$ cat config.mk
export PLATFORM = sky130hd
export DESIGN_NAME = mdb_node
export DESIGN_NICKNAME = d
export VERILOG_FILES = /design/src/rtl/mdb_pkg.sv /design/src/rtl/mdb_tick.sv /design/src/rtl/mdb_rx.sv /design/src/rtl/mdb_filter.sv /design/src/rtl/mdb_tx.sv /design/src/rtl/mdb_node.sv
export SDC_FILE = /design/constraint.sdc
export NUM_CORES = 1
export LEC_CHECK = 0
export CAP_MARGIN = 0
export CORE_ASPECT_RATIO = 0.5
export CORE_MARGIN = 8
export CORE_UTILIZATION = 46
export DETAILED_ROUTE_END_ITERATION = 16
export GPL_TIMING_DRIVEN = 1
export PLACE_DENSITY = 0.73
export SYNTH_ARGS = -nofsm -noshare
export SYNTH_HDL_FRONTEND = slang
export SYNTH_SLANG_ARGS = --single-unit
$ cat constraint.sdc
create_clock -name clk -period 2.9 [get_ports clk]
set_clock_uncertainty 0.2 [all_clocks]
set_input_delay 0.29 -clock clk [delete_from_list [all_inputs] [get_ports clk]]
set_output_delay 0.29 -clock clk [all_outputs]
set_load 0.01 [all_outputs]
$ cat src/rtl/mdb_pkg.sv
package mdb_pkg;
  localparam int DW = 8;          // data bits per character
  localparam int FW = DW + 3;     // start + data + mode + stop

  // Address comparison used by the filter; the bench restates it as plain equality.
  function automatic logic addr_hit(input logic [DW-1:0] ch, input logic [DW-1:0] own);
    return ch == own;
  endfunction

  // Running checksum step: modulo-256 addition.
  function automatic logic [DW-1:0] csum_add(input logic [DW-1:0] acc, input logic [DW-1:0] b);
    return acc + b;
  endfunction

  // Line image of one character, bit 0 leaves first.
  function automatic logic [FW-1:0] frame_pack(input logic mode, input logic [DW-1:0] d);
    return {1'b1, mode, d, 1'b0};
  endfunction
endpackage

$ cat src/rtl/mdb_tick.sv
module mdb_tick #(
  parameter int TICK_DIV = 4
) (
  input  logic clk,
  input  logic rst_n,
  output logic tick
);
  localparam int CW = (TICK_DIV > 2) ? $clog2(TICK_DIV) : 1;
  localparam logic [CW-1:0] LAST = CW'(TICK_DIV - 1);

  logic [CW-1:0] cnt;

  always_ff @(posedge clk or negedge rst_n) begin
    if (!rst_n) begin
      cnt  <= '0;
      tick <= 1'b0;
    end else begin
      tick <= (cnt == LAST);
      cnt  <= (cnt == LAST) ? '0 : cnt + 1'b1;
    end
  end
endmodule

$ cat src/rtl/mdb_rx.sv
module mdb_rx
  import mdb_pkg::*;
#(
  parameter int OVS = 16
) (
  input  logic          clk,
  input  logic          rst_n,
  input  logic          tick,
  input  logic          rx_s,
  output logic          char_stb,
  output logic [DW-1:0] char_data,
  output logic          char_mode,
  output logic          char_ferr
);
  localparam int CNT_W = $clog2(OVS);
  localparam logic [CNT_W-1:0] FULL = CNT_W'(OVS - 1);
  localparam logic [CNT_W-1:0] HALF = CNT_W'(OVS / 2 - 1);
  localparam logic [3:0] LAST_BIT = 4'(DW);   // index of the mode bit

  typedef enum logic [2:0] {S_IDLE, S_START, S_BITS, S_STOP, S_BREAK} rx_st_t;

  rx_st_t           st;
  logic [CNT_W-1:0] cnt;
  logic [3:0]       bidx;
  logic [DW:0]      shreg;

  always_ff @(posedge clk or negedge rst_n) begin
    if (!rst_n) begin
      st        <= S_IDLE;
      cnt       <= '0;
      bidx      <= '0;
      shreg     <= '0;
      char_stb  <= 1'b0;
      char_data <= '0;
      char_mode <= 1'b0;
      char_ferr <= 1'b0;
    end else begin
      char_stb <= 1'b0;
      unique case (st)
        S_IDLE: if (tick && !rx_s) begin
          st  <= S_START;
          cnt <= '0;
        end
        S_START: if (tick) begin
          if (rx_s) st <= S_IDLE;               // glitch, not a start bit
          else if (cnt == HALF) begin
            st   <= S_BITS;
            cnt  <= '0;
            bidx <= '0;
          end else cnt <= cnt + 1'b1;
        end
        S_BITS: if (tick) begin
          if (cnt == FULL) begin
            cnt   <= '0;
            shreg <= {rx_s, shreg[DW:1]};
            if (bidx == LAST_BIT) st <= S_STOP;
            else bidx <= bidx + 1'b1;
          end else cnt <= cnt + 1'b1;
        end
        S_STOP: if (tick) begin
          if (cnt == FULL) begin
            cnt       <= '0;
            char_stb  <= 1'b1;
            char_data <= shreg[DW-1:0];
            char_mode <= shreg[DW];
            char_ferr <= !rx_s;
            st        <= rx_s ? S_IDLE : S_BREAK;
          end else cnt <= cnt + 1'b1;
        end
        S_BREAK: if (rx_s) st <= S_IDLE;        // wait for the line to recover
        default: st <= S_IDLE;
      endcase
    end
  end
endmodule

$ cat src/rtl/mdb_filter.sv
module mdb_filter
  import mdb_pkg::*;
(
  input  logic          clk,
  input  logic          rst_n,
  input  logic          char_stb,
  input  logic [DW-1:0] char_data,
  input  logic          char_mode,
  input  logic          char_ferr,
  input  logic [DW-1:0] own_addr,
  output logic          out_valid,
  output logic [DW-1:0] out_data,
  output logic          out_mode,
  output logic          ferr_stb,
  output logic          selected
);
  logic good_char, hit;
  assign good_char = char_stb && !char_ferr;
  assign hit       = addr_hit(char_data, own_addr);

  always_ff @(posedge clk or negedge rst_n) begin
    if (!rst_n) begin
      selected  <= 1'b0;
      out_valid <= 1'b0;
      out_data  <= '0;
      out_mode  <= 1'b0;
      ferr_stb  <= 1'b0;
    end else begin
      ferr_stb  <= char_stb && char_ferr;
      out_valid <= 1'b0;
      if (good_char) begin
        if (char_mode) begin
          selected  <= hit;
          out_valid <= hit;
        end else begin
          out_valid <= selected;
        end
        out_data <= char_data;
        out_mode <= char_mode;
      end
    end
  end
endmodule

$ cat src/rtl/mdb_tx.sv
module mdb_tx
  import mdb_pkg::*;
#(
  parameter int OVS = 16
) (
  input  logic          clk,
  input  logic          rst_n,
  input  logic          tick,
  input  logic [DW-1:0] in_data,
  input  logic          in_valid,
  input  logic          in_last,
  output logic          in_ready,
  output logic          line_o
);
  localparam int CNT_W = $clog2(OVS);
  localparam logic [CNT_W-1:0] FULL = CNT_W'(OVS - 1);
  localparam int NB_W = $clog2(FW + 1);

  logic [FW-1:0]    shreg;
  logic [CNT_W-1:0] cnt;
  logic [NB_W-1:0]  nleft;
  logic             busy, ck_pend;
  logic [DW-1:0]    sum, ck_val;
  logic             take;

  assign take     = in_valid && !busy;
  assign in_ready = !busy;
  assign line_o   = busy ? shreg[0] : 1'b1;

  always_ff @(posedge clk or negedge rst_n) begin
    if (!rst_n) begin
      shreg   <= '1;
      cnt     <= '0;
      nleft   <= '0;
      busy    <= 1'b0;
      ck_pend <= 1'b0;
      sum     <= '0;
      ck_val  <= '0;
    end else if (take) begin
      shreg   <= frame_pack(1'b0, in_data);
      ck_val  <= csum_add(sum, in_data);
      sum     <= in_last ? '0 : csum_add(sum, in_data);
      ck_pend <= in_last;
      busy    <= 1'b1;
      cnt     <= '0;
      nleft   <= NB_W'(FW);
    end else if (busy && tick) begin
      if (cnt == FULL) begin
        cnt   <= '0;
        shreg <= {1'b1, shreg[FW-1:1]};
        if (nleft == NB_W'(1)) begin
          if (ck_pend) begin
            shreg   <= frame_pack(1'b1, ck_val);
            ck_pend <= 1'b0;
            nleft   <= NB_W'(FW);
          end else begin
            busy <= 1'b0;
          end
        end else nleft <= nleft - 1'b1;
      end else cnt <= cnt + 1'b1;
    end
  end
endmodule

$ cat src/rtl/mdb_node.sv
module mdb_node
  import mdb_pkg::*;
#(
  parameter int OVS      = 16,
  parameter int TICK_DIV = 4
) (
  input  logic          clk,
  input  logic          rst_n,
  input  logic          rx_i,
  input  logic [DW-1:0] node_addr_i,
  output logic          rx_valid_o,
  output logic [DW-1:0] rx_data_o,
  output logic          rx_mode_o,
  output logic          frame_err_o,
  input  logic [DW-1:0] tx_data_i,
  input  logic          tx_valid_i,
  input  logic          tx_last_i,
  output logic          tx_ready_o,
  output logic          tx_o
);
  logic          tick;
  logic          rx_meta, rx_s;
  logic          ch_stb, ch_mode, ch_ferr;
  logic [DW-1:0] ch_data;
  logic          node_sel;

  always_ff @(posedge clk or negedge rst_n) begin
    if (!rst_n) begin
      rx_meta <= 1'b1;
      rx_s    <= 1'b1;
    end else begin
      rx_meta <= rx_i;
      rx_s    <= rx_meta;
    end
  end

  mdb_tick #(.TICK_DIV(TICK_DIV)) u_tick (.clk(clk), .rst_n(rst_n), .tick(tick));

  mdb_rx #(.OVS(OVS)) u_rx (
    .clk(clk), .rst_n(rst_n), .tick(tick), .rx_s(rx_s),
    .char_stb(ch_stb), .char_data(ch_data), .char_mode(ch_mode), .char_ferr(ch_ferr)
  );

  mdb_filter u_filt (
    .clk(clk), .rst_n(rst_n),
    .char_stb(ch_stb), .char_data(ch_data), .char_mode(ch_mode), .char_ferr(ch_ferr),
    .own_addr(node_addr_i),
    .out_valid(rx_valid_o), .out_data(rx_data_o), .out_mode(rx_mode_o),
    .ferr_stb(frame_err_o), .selected(node_sel)
  );

  mdb_tx #(.OVS(OVS)) u_tx (
    .clk(clk), .rst_n(rst_n), .tick(tick),
    .in_data(tx_data_i), .in_valid(tx_valid_i), .in_last(tx_last_i),
    .in_ready(tx_ready_o), .line_o(tx_o)
  );
endmodule

* Word level (Yosys, flattened, before mapping) *
Cells that the tools add are included.

word-level totals
  input bits = 21
  ROM bits = 0
  bits in latches = 0
  memories kept = 0
  word-level logic and storage cells = 136
  bits in writable memories = 0
  output and inout bits = 13
  flip-flop bits (word level) = 85

operators by class
  divide/modulo/power cells = 0
  reductions and logical operators = 24
  order comparisons = 0
  bitwise operators = 0
  multipliers = 0
  add/subtract/negate cells = 6
  shift-type cells = 0
  multiplexer cells = 56
  eq/ne operators = 26

operators with widths
  cell                                                    number
  2-to-1 mux 4 bit                                        20
  2-to-1 mux 11 bit                                       4
  2-to-1 mux 3 bit                                        11
  2-to-1 mux 1 bit                                        15
  case mux 3 bit (5 select lines)                         1
  inequality test 2 bit (second input constant)           7
  adder 4 x 1 -> 4 bit (second input constant)            3
  equality test 4 bit (second input constant)             3
  inequality test 2 x 1 -> 1 bit (second input constant)  6
  case mux 4 bit (3 select lines)                         1
  AND reduction 3 bit                                     4
  2-to-1 mux 10 bit                                       1
  AND reduction 9 bit                                     1
  adder 8 bit                                             1
  equality test 8 bit                                     1
  2-to-1 mux 8 bit                                        1
  case mux 4 bit (2 select lines)                         1
  nonzero test 2 bit                                      4
  AND reduction 7 bit                                     1
  equality test 3 x 2 -> 1 bit (second input constant)    2
  logical AND 1 bit                                       5
  AND reduction 5 bit                                     1
  equality test 4 x 1 -> 1 bit (second input constant)    1
  equality test 4 x 3 -> 1 bit (second input constant)    1
  14 further kinds                                        16

* Longest topological paths before layout *
Gate-level depths: netlist (run 1).

  depth after elaboration = 5
  depth in mapped cells = 9
  depth with buffers taken out = 9

* Hierarchy *
Synthesis (run 1) repeated with hierarchy kept, for this count alone.

second synthesis, totals
  cells, all modules = 410
  area total of the unflattened synthesis = 4340.4 µm²

by module, submodules not included
  module      area an instance (µm²)  seq. area each (µm²)  instances  cells an instance
  mdb_tx      2115.8                  913.4                 1          234
  mdb_rx      1511.4                  775.7                 1          129
  mdb_filter  569.3                   300.3                 1          40
  mdb_tick    91.3                    75.1                  1          5
  mdb_node    52.6                    52.6                  1          2

* Least setup slack after synthesis (run 1) *
No wires, ideal clock.

  kind = reg2reg
  from = register u_tx.sum[1]
  to = register u_tx.sum[7]
  clock period less this slack = 2.110 ns
  library setup time = 0.124 ns
  cell stages (with the launch flop) = 8
  data arrival time = 1.786 ns
  path slack = 0.790 ns
  data required time = 2.576 ns
  path buffers = 0
  cell sequence = dfrtp_1 ha_1 a211oi_1 nor3_1 nor4b_1 a21oi_1 and4b_1 a211o_1

between the ends
  longest elaborated chain between the ends = 2

RTL lines
  item                    RTL line       RTL
  start, declared         mdb_tx.sv:23   logic [DW-1:0] sum, ck_val;
  start signal, assigned  mdb_tx.sv:42   sum <= in_last ? '0 : csum_add(sum, in_data);
  adder 8 bit             mdb_pkg.sv:12  return acc + b;
  2-to-1 mux 8 bit        mdb_tx.sv:42

No other way between the ends.
A chain may end at the register's enable or synchronous reset.

* Worst setup path after layout (run 1) *
  from = input port tx_data_i[1]
  to = register u_tx.sum[7]

between the ends
  longest elaborated chain between the ends = 2

RTL lines
  item              RTL line        RTL
  start, declared   mdb_node.sv:15  input logic [DW-1:0] tx_data_i,
  adder 8 bit       mdb_pkg.sv:12
  2-to-1 mux 8 bit  mdb_tx.sv:42

No other way between the ends.

==> results of run 1 <==
-- registers in the layout (all words and copies together), names as in the netlist, 4 cells and up --
| register | cells |
|---|---|
| u_filt.out_data | 8 |
| u_rx.char_data | 8 |
| u_rx.cnt | 4 |
| u_tx.cnt | 4 |
| u_tx.shreg | 10 |
| u_tx.sum | 8 |
| u_rx.shreg | 9 |
| u_tx.nleft | 4 |
| u_rx.bidx | 4 |
| u_tx.ck_val | 8 |
-- cells by family (layout without fill, tap and decap cells) --
kind of cell | count (synthesis) | after routing
XOR/XNOR | 15 | 15
AND/OR/NAND/NOR | 112 | 112
buffers and inverters | 28 | 71
flip-flops | 84 | 84
multiplexers | 39 | 39
adder cells (fa/ha/maj) | 15 | 15
AO/OA/AOI/OAI | 81 | 81
-- layer usage --
layer,up-vias,track usage [%],share of wire [%]
li1,1402,-,-
met1,1388,16.71,47
met2,33,22.21,48
met3,12,4.568,3.9
met4,0,5.045,1.5
met5,-,0,0
-- Yosys cell counts, types with 2 or more instances --
master | n | area [µm²]
nor3_1 | 3 | 15.01
mux2i_1 | 10 | 100.1
xnor2_1 | 2 | 17.52
o21ai_1 | 3 | 15.01
o21ai_0 | 34 | 170.2
or2_2 | 2 | 12.51
dfrtp_1 | 72 | 1802
a21boi_0 | 3 | 22.52
inv_1 | 16 | 60.06
nand4_1 | 3 | 18.77
ha_1 | 14 | 175.2
a21o_1 | 3 | 22.52
a211o_1 | 2 | 17.52
nand3_1 | 15 | 75.07
nand2_1 | 47 | 176.4
nand2b_1 | 4 | 25.02
mux2_2 | 29 | 326.6
a21oi_1 | 7 | 35.03
nor4_1 | 2 | 12.51
o211ai_1 | 2 | 15.01
a22oi_1 | 8 | 60.06
nor2_1 | 19 | 71.32
o31ai_1 | 8 | 60.06
nor2b_1 | 4 | 25.02
clkbuf_1 | 9 | 33.78
and2_1 | 2 | 12.51
xor2_1 | 13 | 113.9
dfstp_2 | 12 | 315.3
-- through the flow --
stage                     util, %  hold slack [ns]  total power [mW]  instance area [µm²]  instances
final                       56.13           0.1562             3.373                 4837        534
after global routing        56.13           0.1477             3.544                 4837        534
after CTS                   56.13           0.1444             3.397                 4837        534
after detailed placement    52.24           0.1495             2.135                 4502        517
after global placement      52.24           0.1457             2.116                 4502        517
after floorplan                 -          -0.2056             1.960                 4034        374
-- worst register-to-register path, stage by stage (launching register included) --
cell	delay, ns
dfrtp_1	0.39
ha_1	0.30
a211oi_1	0.34
nor3_1	0.13
nor4b_1	0.30
a21oi_1	0.12
a2111oi_0	0.39
a211o_1	0.15
-- final cells by class --
cell class	count	area (µm²)	share of cell area, %
repair buffers	39	387.9	8.019
clock buffers	11	242.7	5.018
flip-flops and latches	84	2117	43.77
clock inverters	5	82.58	1.707
well taps	117	146.4	3.026
multi-input cells	262	1800	37.22
inverters	16	60.06	1.242
-- repair_timing --
item,CTS,global route
hold buffers,1,0
endpoints found under the hold margin,53,0
gates resized for setup,0,0
buffers inserted,0,0
-- worst min path at each step --
stage / from / endpoint / cells past startpoint
global route: rx_i / rx_meta$_DFF_PN1_ / 1
CTS: rx_i / rx_meta$_DFF_PN1_ / 1
global placement: rx_meta$_DFF_PN1_ / rx_s$_DFF_PN1_ / 0
detailed placement: rx_meta$_DFF_PN1_ / rx_s$_DFF_PN1_ / 0
floorplan: rst_n / u_filt.ferr_stb$_DFF_PN0_ / 0
finish: rx_i / rx_meta$_DFF_PN1_ / 1
-- power groups by stage --
stage                     clock network (mW)  logic (mW)  registers (mW)
after global placement                     0       0.554            1.56
final                                   1.25       0.573            1.55
after floorplan                            0       0.449            1.51
after global routing                    1.31       0.659            1.57
after detailed placement                   0       0.573            1.56
after CTS                               1.27       0.580            1.55
==> run metrics, run 1 <==
clock group share of total power=between 30% and 40%; filler cell count=around 740; critical path launch point=tx_data_i[1]; Max H-tree Level=3; residual DRC count=0; Power Density=~700 nW/µm²; clock buffers created by TritonCTS=9; synthesized-area fraction occupied by xor and xnor cells=roughly 3.3%; clock-pin slew of the registers on the worst-case setup and hold paths=approximately 0.060 ns; initial standard-cell utilization of the core=between 40% and 50%; area of the core=8618 µm²; highest-count cells in the layout ignoring fill and taps=dfrtp_1, nand2_1, o21ai_0, clkdlybuf4s50_1, mux2_2; Tightest Pin Transition=approximately 0.73 ns; CP Launch Type=input pin; number of antenna violations at the first check in global routing=0; reported max-cap violation count=0; buffer and inverter count on the worst path=1; sw frac=between 20% and 30%; final net count=448; startpoint of the worst register-to-register path=u_tx.sum[1]$_DFFE_PN0P_; kind of end point of the critical path=register; total number of placement rows=24; count of endpoints failing hold in the final timing report=0; Gate power share=between 10% and 20%; HPWL reported at the end of detailed placement=~5.3 mm; total count of max-transition violations in the final report=0; Buffers on Ports=33; insertion delay of the later-clocked pin in the worst-skew pair=0.33 ns; total routed wirelength=7.970 mm; Syn. warnings=0; number of nets still failing antenna checks after routing=0; sequential cell fraction of total power=46.0%; post-synthesis share of cell area spent on full adders, half adders and majority gates=4.839%; pin count of the biggest net entering global routing=58; NetSw=about 920 µW; pre-CTS setup slack=about 0.14 ns; proportion of synthesized area in mux cells=about a tenth; run status=complete, no violations; global placer's final weighted congestion=~0.84; leakage power of the design=between 2 and 2.5 nW; remaining global-route overflow=0; critical path arrival=approximately 2.5 ns; simple-gate area share of the yosys netlist=between 10% and 20%; gate count of the mapped netlist=374; worst stage delay on the critical path=around 0.45 ns; data required time at the worst endpoint=approximately 3 ns; Die Outline Area=around 12000 µm²; via count=about 2800; count of antenna diodes in the layout=0; Peak Freq=slightly above 400 MHz; number of enable flip-flop cells after synthesis=0; period utilisation layout=about 84%; clock root buffer master=clkbuf_16; global-route wire length before repair=13.25 mm; Synth Area per Inst=approximately 11 µm²; Tot GR Track Use=13.57%; average vias per placed instance=~5.3; area of the mapped netlist=about 4000 µm²; smallest setup slack after layout=approximately 0.47 ns; critical path type=in2reg; signed area change from the synthesized netlist to the final layout=19.91%; top-level port count=34; Total Negative Setup Slacks=0 ns; initial DRC count=between 200 and 250; Worst path slowest cell=clkdlybuf4s50_1; die span in y=about 82 µm; clock tree sinks=84; syn_nets=410; Cell variety after synth=54; fraction of registers with async set or reset after synthesis=100.0%; worst-case clock buffer depth=2; gate family responsible for the most delay along the worst path=compound AO/OA/AOI/OAI gates; main combinational cell family by area after synthesis=simple AND/OR/NAND/NOR gates; setup repair after global routing missed its margin=no; R2R Path End=u_tx.sum[7]$_DFFE_PN0P_; number of cell instances on the worst register-to-register path=7; clock tree from TritonCTS=done; crit path time final=around 2.4 ns; Synth Area in Compound Gates=12.72%; commonest non-fill, non-tap cell in the layout=dfrtp_1; via count of the first global-routing pass=roughly 2700; last element of the critical path=u_tx.sum[7]$_DFFE_PN0P_; depth of the critical timing path with buffers and inverters included=8; maximum net fanout on the critical path=4; drt pass-1 iters=4; horizontal die dimension=roughly 150 µm; Setup-failing EPs final=0; internal power contribution=about 2.5 mW; worst-case vdd ir drop=roughly 0.3 mV; sequential cell area fraction in the yosys report=between 50% and 60%; cell chain of the critical path=clkdlybuf4s50_1 > ha_1 > a211oi_1 > nor3_1 > nor4b_1 > a21oi_1 > a2111oi_0 > a211o_1; fraction of final layout cells sized beyond drive strength 1=15.83%; worst setup slack for register-to-register paths=0.52 ns; min-delay worst type=in2reg; detail-routed net length per standard cell=between 10 and 15 µm; Slew Limit Headroom=between 50 and 60%; synthesis-stage register bit count=84; top flip-flop cell by instance count after synthesis=dfrtp_1
Note: power is estimated with default switching activity, not from simulation.
==> inputs of run 2 (changes only) <==
Clock period 2.9 ns to 2.3 ns, I/O delays scaled along.
==> run 2 against run 1 <==
Via count up 3.5%; critical endpoint is now u_rx.bidx[2]$_DFFE_PN0P_; setup slack worse by 0.37 ns; combinational power up 45%; sequential share of layout area down 1.7 points; non-clock buffer count up 13; highest routed layer unchanged; clock power up 27%; utilization up 2.2 points.
==> run metrics, run 2 (synthesized netlist as in run 1, its figures left out) <==
total routed wirelength=8.217 mm (+3.1%); remaining global-route overflow=0 (unchanged); clock buffers created by TritonCTS=9 (unchanged); M3 GR Usage=4.731% (+0.16 points); filler cell count=702 (-4.7%); leakage power of the design=2.359 nW (+4.2%); via count=2934 (+3.5%); global-route wire length before repair=13.94 mm (+5.2%); average vias per placed instance=5.364 (+1.0%); Finished Layout Cells=547 (+2.4%); number of cell instances on the worst register-to-register path=5 (-2); drt pass-1 iters=6 (+2); Slew Limit Headroom=53.01% (+1.7 points); data required time at the worst endpoint=2.37 ns (-0.61 ns); clock root buffer master=clkbuf_16; residual DRC count=0 (unchanged); last element of the critical path=u_rx.bidx[2]$_DFFE_PN0P_; Tightest Pin Transition=0.7022 ns (-0.02585 ns); run status=complete, no violations; cell chain of the critical path=or3b_1 > nor2b_4 > a2111o_1 > or2_1 > o21ai_1; critical path type=reg2reg; buffer and inverter count on the worst path=0 (-1); Peak Freq=between 400 and 500 MHz; kind of end point of the critical path=register; largest registers=u_tx.shreg: 10 flops, u_rx.shreg: 9 flops; Die Outline Area=12200 µm² (unchanged); reported max-cap violation count=0 (unchanged); Power Density=870.3 nW/µm² (+25%); initial DRC count=186 (-19%); min-delay worst type=in2reg; horizontal die dimension=148.4 µm (unchanged); detail-routed net length per standard cell=15.02 µm (+0.65%); clock-pin slew of the registers on the worst-case setup and hold paths=0.06 ns (about the same); clock tree sinks=84 (unchanged); startpoint of the worst register-to-register path=u_rx.st[0]$_DFFE_PN0P_; Placed Cells incl. Taps=528 (+2.1%); post-layout total power=4.375 mW (+30%); critical path launch point=u_rx.st[0]$_DFFE_PN0P_; worst-case clock buffer depth=2 (unchanged); HPWL reported at the end of detailed placement=5.504 mm (+3.3%); pin count of the biggest net entering global routing=53 (-8.6%); Total Negative Setup Slacks=0 ns (unchanged); critical path arrival=2.27 ns (-0.24 ns); setup repair after global routing missed its margin=no; met2 Usage GRT=24.86% (+2.7 points); final design utilization=58.33% (+2.2 points); total count of max-transition violations in the final report=0 (unchanged); gate family responsible for the most delay along the worst path=simple AND/OR/NAND/NOR gates; depth of the critical timing path with buffers and inverters included=5 (-3); total number of placement rows=24 (unchanged); top-level port count=34 (unchanged); number of antenna violations at the first check in global routing=0 (unchanged); maximum net fanout on the critical path=8 (+4); period utilisation layout=95.73%; worst setup slack for register-to-register paths=0.1 ns (-0.42 ns); worst-case vdd ir drop=0.4223 mV (+41%); CP Launch Type=register; Max H-tree Level=3 (unchanged); count of antenna diodes in the layout=0 (unchanged); worst stage delay on the critical path=0.51 ns (+0.06 ns); Worst path slowest cell=a2111o_1; Tot GR Track Use=14.18% (+0.60 points); number of nets still failing antenna checks after routing=0 (unchanged); final net count=461 (+2.9%); max reg flops=10 (unchanged); most congested layer reported by global routing=met2; Setup-failing EPs final=0 (unchanged); crit path time final=approximately 2.2 ns; global placer's final weighted congestion=0.8342 (-0.81%); count of endpoints failing hold in the final timing report=0 (unchanged); signed area change from the synthesized netlist to the final layout=24.63%; highest-count cells in the layout ignoring fill and taps=dfrtp_1, nand2_1, o21ai_0, clkdlybuf4s50_1, mux2_2; R2R Path End=u_rx.bidx[2]$_DFFE_PN0P_; clock tree from TritonCTS=done; area of the core=8618 µm² (unchanged); via count of the first global-routing pass=3014 (+10%); initial standard-cell utilization of the core=46.81% (unchanged); combined area of the multi-input logic cells=1877 µm² (+4.2%); Buffers on Ports=33 (unchanged); Most flops, register=u_tx.shreg; insertion delay of the later-clocked pin in the worst-skew pair=0.34 ns (about the same); global routing usage on met1=16.65% (-0.056 points); final cell area excluding filler cells=5027 µm² (+3.9%); sequential standard cell area=2117 µm² (unchanged); die span in y=82.22 µm (unchanged); commonest non-fill, non-tap cell in the layout=dfrtp_1; fraction of final layout cells sized beyond drive strength 1=20.93% (+5.1 points); total cell area at the placement stage=4584 µm² (+1.8%)
==> run 2: repair_timing <==
action,in CTS,in global routing
pin swaps,0,9
resized for setup,1,20
buffers inserted,0,2
hold buffers,1,0
hold endpoints to repair,32,0
endpoints found under the setup margin,1,6
==> run 2: stage by stage <==
| stage | hold slack [ns] | setup slack [ns] |
|---|---|---|
| 2_1_floorplan | -0.2656 | 0.1902 |
| 3_3_place_gp | 0.004290 | -0.2872 |
| 3_5_place_dp | 0.009227 | -0.4129 |
| 4_1_cts | 0.08141 | -0.005170 |
| 5_1_grt | 0.08956 | 0.0005391 |
| 6_report | 0.09201 | 0.09823 |
==> run 2: area by class of cell <==
class	count	area share (%)
Clock buffer	11	5.027
Clock inverter	5	1.667
Inverter	16	1.195
Multi-Input combinational cell	262	37.33
Sequential cell	84	42.11
Tap cell	117	2.912
Timing Repair Buffer	52	9.756
==> run 2: power by group <==
| part | total, mW | internal [mW] | switching, mW | leakage (nW) |
|---|---|---|---|---|
| registers | 1.95 | 1.76 | 0.196 | 1.07 |
| clock network | 1.59 | 1.01 | 0.578 | 0.158 |
| logic | 0.832 | 0.414 | 0.418 | 1.13 |
==> run 2: how the worst min path moves through the flow <==
stage                                endpoint  start  cells past startpoint  slack (ns)
floorplan           u_filt.ferr_stb$_DFF_PN0_  rst_n                      0       -0.27
global placement    u_tx.nleft[1]$_DFFE_PN0P_  rst_n                      1       0.004
detailed placement  u_tx.nleft[1]$_DFFE_PN0P_  rst_n                      1       0.009
CTS                         rx_meta$_DFF_PN1_   rx_i                      1        0.08
global route                rx_meta$_DFF_PN1_   rx_i                      1        0.09
finish                      rx_meta$_DFF_PN1_   rx_i                      1        0.09
==> run 2: per-layer routing <==
layer	vias up	share of wire, %
li1	1432	-
met1	1460	46
met2	36	50
met3	6	3.7
met4	0	0.96
met5	-	0
